**config.mk**
```make
export PLATFORM = sky130hd
export DESIGN_NAME = ab_interval_gate
export DESIGN_NICKNAME = d
export VERILOG_FILES = /design/src/rtl/ab_gate_pkg.sv /design/src/rtl/ab_gate_start.sv /design/src/rtl/ab_gate_stop.sv /design/src/rtl/ab_gate_done.sv /design/src/rtl/ab_interval_gate.sv
export SDC_FILE = /design/constraint.sdc
export NUM_CORES = 1
export LEC_CHECK = 0
export ABC_CLOCK_PERIOD_IN_PS = 1100
export BUFFER_PORTS_ARGS = -buffer_cell sky130_fd_sc_hd__buf_4
export CORE_AREA = 8 8 45 47
export DETAILED_ROUTE_END_ITERATION = 10
export DIE_AREA = 0 0 53 55
export PLACE_DENSITY = 0.34
export SLEW_MARGIN = 20
export SYNTH_ARGS = -nofsm -noshare
export SYNTH_HDL_FRONTEND = slang
export SYNTH_HIERARCHICAL = 1
export SYNTH_SLANG_ARGS = --single-unit
```
**constraint.sdc**
```tcl
create_clock -name clk -period 1.1 [get_ports clk]
set_clock_uncertainty 0.1 [all_clocks]
set_input_delay 0.165 -clock clk [delete_from_list [all_inputs] [get_ports clk]]
set_output_delay 0.165 -clock clk [all_outputs]
set_load 0.05 [all_outputs]
```
**src/rtl/ab_gate_pkg.sv**
```systemverilog
package ab_gate_pkg;
  // Control handed from the start stage to the stop stage.
  typedef struct packed {
    logic kill;      // both stages forced idle this edge
    logic armed;     // start stage is set, stop stage may act
    logic coincide;  // start accepted with a stop trigger on the same edge
  } start_ctl_t;
endpackage

```
**src/rtl/ab_gate_start.sv**
```systemverilog
module ab_gate_start
  import ab_gate_pkg::*;
(
  input  logic       clk,
  input  logic       rst_n,
  input  logic       mode_en,
  input  logic       clr,
  input  logic       trig_a,
  input  logic       trig_b,
  output logic       started,
  output start_ctl_t ctl
);
  logic started_q, started_d, started_en;
  logic kill, take_a;

  always_comb begin
    kill       = clr | ~mode_en;
    take_a     = trig_a & ~started_q & ~kill;
    started_en = take_a | kill;
    started_d  = kill ? 1'b0 : 1'b1;
  end

  always_ff @(posedge clk or negedge rst_n) begin
    if (!rst_n)          started_q <= 1'b0;
    else if (started_en) started_q <= started_d;
  end

  assign started      = started_q;
  assign ctl.kill     = kill;
  assign ctl.armed    = started_q;
  assign ctl.coincide = take_a & trig_b;

  AST_START_HOLDS: assert property (@(posedge clk) disable iff (!rst_n)
    (started_q && mode_en && !clr) |=> started_q);
  AST_START_KILLED: assert property (@(posedge clk) disable iff (!rst_n)
    (clr || !mode_en) |=> !started_q);
endmodule

```
**src/rtl/ab_gate_stop.sv**
```systemverilog
module ab_gate_stop
  import ab_gate_pkg::*;
(
  input  logic       clk,
  input  logic       rst_n,
  input  start_ctl_t ctl,
  input  logic       trig_b,
  output logic       stopped,
  output logic       stop_rise
);
  logic stop_q, stop_d;
  logic pend_q, pend_d;
  logic idle_req, armed_w;

  always_comb begin
    armed_w  = ctl.armed;
    idle_req = ~ctl.armed | ctl.kill;
    pend_d   = ctl.coincide;
    if (idle_req) stop_d = 1'b0;
    else          stop_d = stop_q | trig_b | pend_q;
    stop_rise = stop_d & ~stop_q;
  end

  always_ff @(posedge clk or negedge rst_n) begin
    if (!rst_n) begin
      stop_q <= 1'b0;
      pend_q <= 1'b0;
    end else begin
      stop_q <= stop_d;
      pend_q <= pend_d;
    end
  end

  assign stopped = stop_q;

  AST_STOP_NEEDS_ARM: assert property (@(posedge clk) disable iff (!rst_n)
    $rose(stop_q) |-> $past(armed_w));
  AST_PEND_SINGLE: assert property (@(posedge clk) disable iff (!rst_n)
    pend_q |=> !pend_q);
endmodule

```
**src/rtl/ab_gate_done.sv**
```systemverilog
module ab_gate_done (
  input  logic clk,
  input  logic rst_n,
  input  logic stop_rise,
  output logic done
);
  logic done_q, done_d;

  always_comb done_d = stop_rise;

  always_ff @(posedge clk or negedge rst_n) begin
    if (!rst_n) done_q <= 1'b0;
    else        done_q <= done_d;
  end

  assign done = done_q;

  AST_DONE_SINGLE: assert property (@(posedge clk) disable iff (!rst_n)
    done_q |=> !done_q);
endmodule

```
**src/rtl/ab_interval_gate.sv**
```systemverilog
module ab_interval_gate
  import ab_gate_pkg::*;
(
  input  logic clk,
  input  logic rst_n,
  input  logic mode_en,
  input  logic clr,
  input  logic trig_a,
  input  logic trig_b,
  output logic gate_open,
  output logic done
);
  start_ctl_t ctl;
  logic started, stopped, stop_rise;

  ab_gate_start u_start (
    .clk(clk), .rst_n(rst_n), .mode_en(mode_en), .clr(clr),
    .trig_a(trig_a), .trig_b(trig_b), .started(started), .ctl(ctl)
  );

  ab_gate_stop u_stop (
    .clk(clk), .rst_n(rst_n), .ctl(ctl), .trig_b(trig_b),
    .stopped(stopped), .stop_rise(stop_rise)
  );

  ab_gate_done u_done (
    .clk(clk), .rst_n(rst_n), .stop_rise(stop_rise), .done(done)
  );

  assign gate_open = started & ~stopped;

  AST_OPEN_FROM_A: assert property (@(posedge clk) disable iff (!rst_n)
    $rose(gate_open) |-> ($past(trig_a) && $past(mode_en)));
  AST_DONE_AT_CLOSE: assert property (@(posedge clk) disable iff (!rst_n)
    done |-> (!gate_open && $past(gate_open)));
  AST_MODE_OFF_CLOSED: assert property (@(posedge clk) disable iff (!rst_n)
    !mode_en |=> !gate_open);
  AST_CLR_QUIET: assert property (@(posedge clk) disable iff (!rst_n)
    clr |=> (!gate_open && !done));
endmodule

```
==> out/metrics.csv <==
stage,metric,value,unit
outcome,status,"finished, violations left",
outcome,failing checks,setup timing,
synth,post-synth top area share,50.0,%
sta,Slew HR,89.4,%
grt,largest net degree at the start of global routing,5,
sta,PnR worst setup slack,-64.9,ps
synth,Mapped Area,200,um^2
detailed_routing,initial detailed-routing violation count,1,
floorplanning,DIE AREA,2920,um^2
grt,initial antenna violation count,0,
grt,vias in the first global route,164,
finish,Nets,36,
grt,Most Crowded Layer GR,met4,
synth,asr flop ratio synth,100,%
setup_path,Critical Path Fanout Max,2,
placement,Placer Congestion,0.607,
pwr,Flop pwr share,40.0,%
synth,synth warn,6,
cts,total CTS buffers,3,
detailed_routing,Via Count,153,
finish,n_diodes,0,
pwr,Pwr Density,1240,nW/um^2
floorplanning,Starting Density,14.5,%
synth,number of synthesized flops with an enable pin,0,
pwr,sw frac,20.8,%
sta,final hold vios,0,
pwr,power share of the clock group,45.2,%
detailed_routing,drt total wl,408,um
cts,# H-tree levels,1,
sta,min cycle time layout,1160,ps
setup_path,CP Cell Sequence,nor2b_4 -> buf_6,
cts,CTS max path bufs,2,
cts,Root Driver,clkbuf_4,
synth,Mapped Nets,23,
finish,fillcell total,155,
setup_path,CP startpoint kind,register,
synth,Yosys reg bits,4,
finish,share of layout cells above drive strength 1,60.7,%
cts,clock latency on the worst-skew pair,230,ps
detailed_routing,routed vias/inst,3.48,
grt,GRT Util Overall,3.72,%
synth,Gate Count Post-Synth,17,
sta,total negative slack,-64.9,ps
setup_path,CP endpoint kind,output port,
floorplanning,die width,53,um
cts,CTS tree,done,
pwr,Static Leak,0.155,nW
finish,final core utilization,22.3,%
floorplanning,num ports,8,
grt,met2 Usage GRT,4.88,%
finish,area delta synth->final,54.4,%
sta,pins over their slew limit,0,
setup_path,critical path arrival,900,ps
pwr,Pint,0.000304,W
sta,Worst Tran Pin Value,158,ps
pwr,P_sw,0.0000799,W
synth,"Primary FF master, synth",dfrtp_1,
sta,RSZ-0062 raised after global routing,true,
grt,first-pass GRT wire length,669,um
floorplanning,Placement Rows,14,
pwr,peak ir drop on the vdd network,0.209,mV
sta,ratio of final minimum period to clock period,106,%
synth,Post-Syn Area per Cell,11.8,um^2
synth,sequential area share after synthesis,50.0,%
cts,CTS sink count,4,
cts,clock transition at the registers of the reported paths,30,ps
pwr,combinational share of power,14.8,%
grt,met3 usage,3.21,%
min_path,Worst Hold Class,in -> reg,
grt,M1 GR Usage,2.45,%
synth,largest cells by area after synthesis,"dfrtp_1 (50%), nand2b_4 (14%), nor3_2 (10%)",
detailed_routing,Post-DRT Antenna Nets,0,
flow_run,maxcap violations,0,
grt,total gr overflow,0,
sta,fmax,858,MHz
detailed_routing,routed len/inst,9.27,um
detailed_routing,drc violations,0,
floorplanning,Die Y,55,um
setup_path,CP Class,reg -> out,
detailed_routing,DRT Pass-1 Iters,3,
setup_path,"slowest stage cell, crit path",dfrtp_1,
synth,top post-synthesis cells by count,"dfrtp_1 (4), nor2_1 (4), buf_4 (2), nand2b_4 (2), nor3_2 (2)",
setup_path,CP peak stage delay,400,ps
sta,setup violators final,1,
floorplanning,CORE AREA,1380,um^2
placement,number of I/O port buffers,7,
synth,library cells used by synthesis,8,
setup_path,"Data required, critical path",830,ps
synth,"area leader, netlist",dfrtp_1,
-- cell type report --
class	instances	area (um^2)	area share (%)
Sequential cell	4	100	32.4
Timing Repair Buffer	10	81.3	26.3
Tap cell	16	20.0	6.48
Clock buffer	3	22.5	7.29
Multi-Input combinational cell	11	85.1	27.5
-- stage by stage --
| stage | std cells | total power, W | cell area [um^2] | setup slack (ps) | hold WS (ps) |
|---|---|---|---|---|---|
| floorplan | 17 | 0.000186 | 200 | 130 | -231 |
| global placement | 39 | 0.000208 | 265 | 115 | -137 |
| detailed placement | 39 | 0.000208 | 265 | 112 | -136 |
| CTS | 44 | 0.000397 | 309 | -80.9 | 64.3 |
| global route | 44 | 0.000416 | 309 | -97.1 | 87.1 |
| finish | 44 | 0.000384 | 309 | -64.9 | 70.0 |
-- path summary, 6_finish.rpt --
kind	from	endpoint	slack [ps]	depth (start not counted)
max	u_stop/stopped	gate_open	-60	2
min	trig_a	u_start/started	70	3
max reg2reg	u_stop/stopped	u_stop/stopped	100	3
min reg2reg	u_stop/pend_q	u_stop/stopped	410	2
max in group asynchronous	rst_n	u_stop/pend_q	620	2
min in group asynchronous	rst_n	u_stop/stopped	180	2
-- state kept, by name (all words and copies together), names as in the netlist --
name             count
u_done/done          1
u_stop/stopped       1
u_stop/pend_q        1
u_start/started      1
-- worst max-delay path, delay by kind of cell, from the launching register on --
kind / cells / cell delay [ps]
buffers and inverters: 1 / 160
DFF: 1 / 400
and+or+nand+nor: 1 / 120
-- placed cells by master (no fill, tap or decap), types with 2 or more instances in the layout --
cell type  count
buf_4          8
nor2_1         4
nand2b_4       2
clkbuf_4       3
dfrtp_1        4
nor3_2         2
-- metal layers --
metal / routed length (um) / part of all wire (%)
met1: 143 / 35
met2: 184 / 45
met3: 81 / 20
met4: 0 / 0
met5: 0 / 0
-- cell families after synthesis --
group                  after synthesis  synth area share, %
and+or+nand+nor                     11                 42.5
DFF                                  4                 50.0
buffers and inverters                2                 7.50
-- repair_timing --
action | in CTS | in global routing
buffers inserted | 1 | 0
resized for setup | 1 | 0
hold buffers | 1 | 0
hold endpoints to repair | 4 | 0
endpoints found under the setup margin | 1 | 1
-- power groups by stage --
| stage | Clock (W) | Sequential [W] | Combinational (W) |
|---|---|---|---|
| 2_1_floorplan | 0 | 0.000158 | 0.0000288 |
| 3_3_place_gp | 0 | 0.000156 | 0.0000527 |
| 3_5_place_dp | 0 | 0.000156 | 0.0000525 |
| 4_1_cts | 0.000185 | 0.000154 | 0.0000578 |
| 5_1_grt | 0.000201 | 0.000154 | 0.0000614 |
| 6_report | 0.000174 | 0.000154 | 0.0000570 |
(Power assumes the default switching activity.)
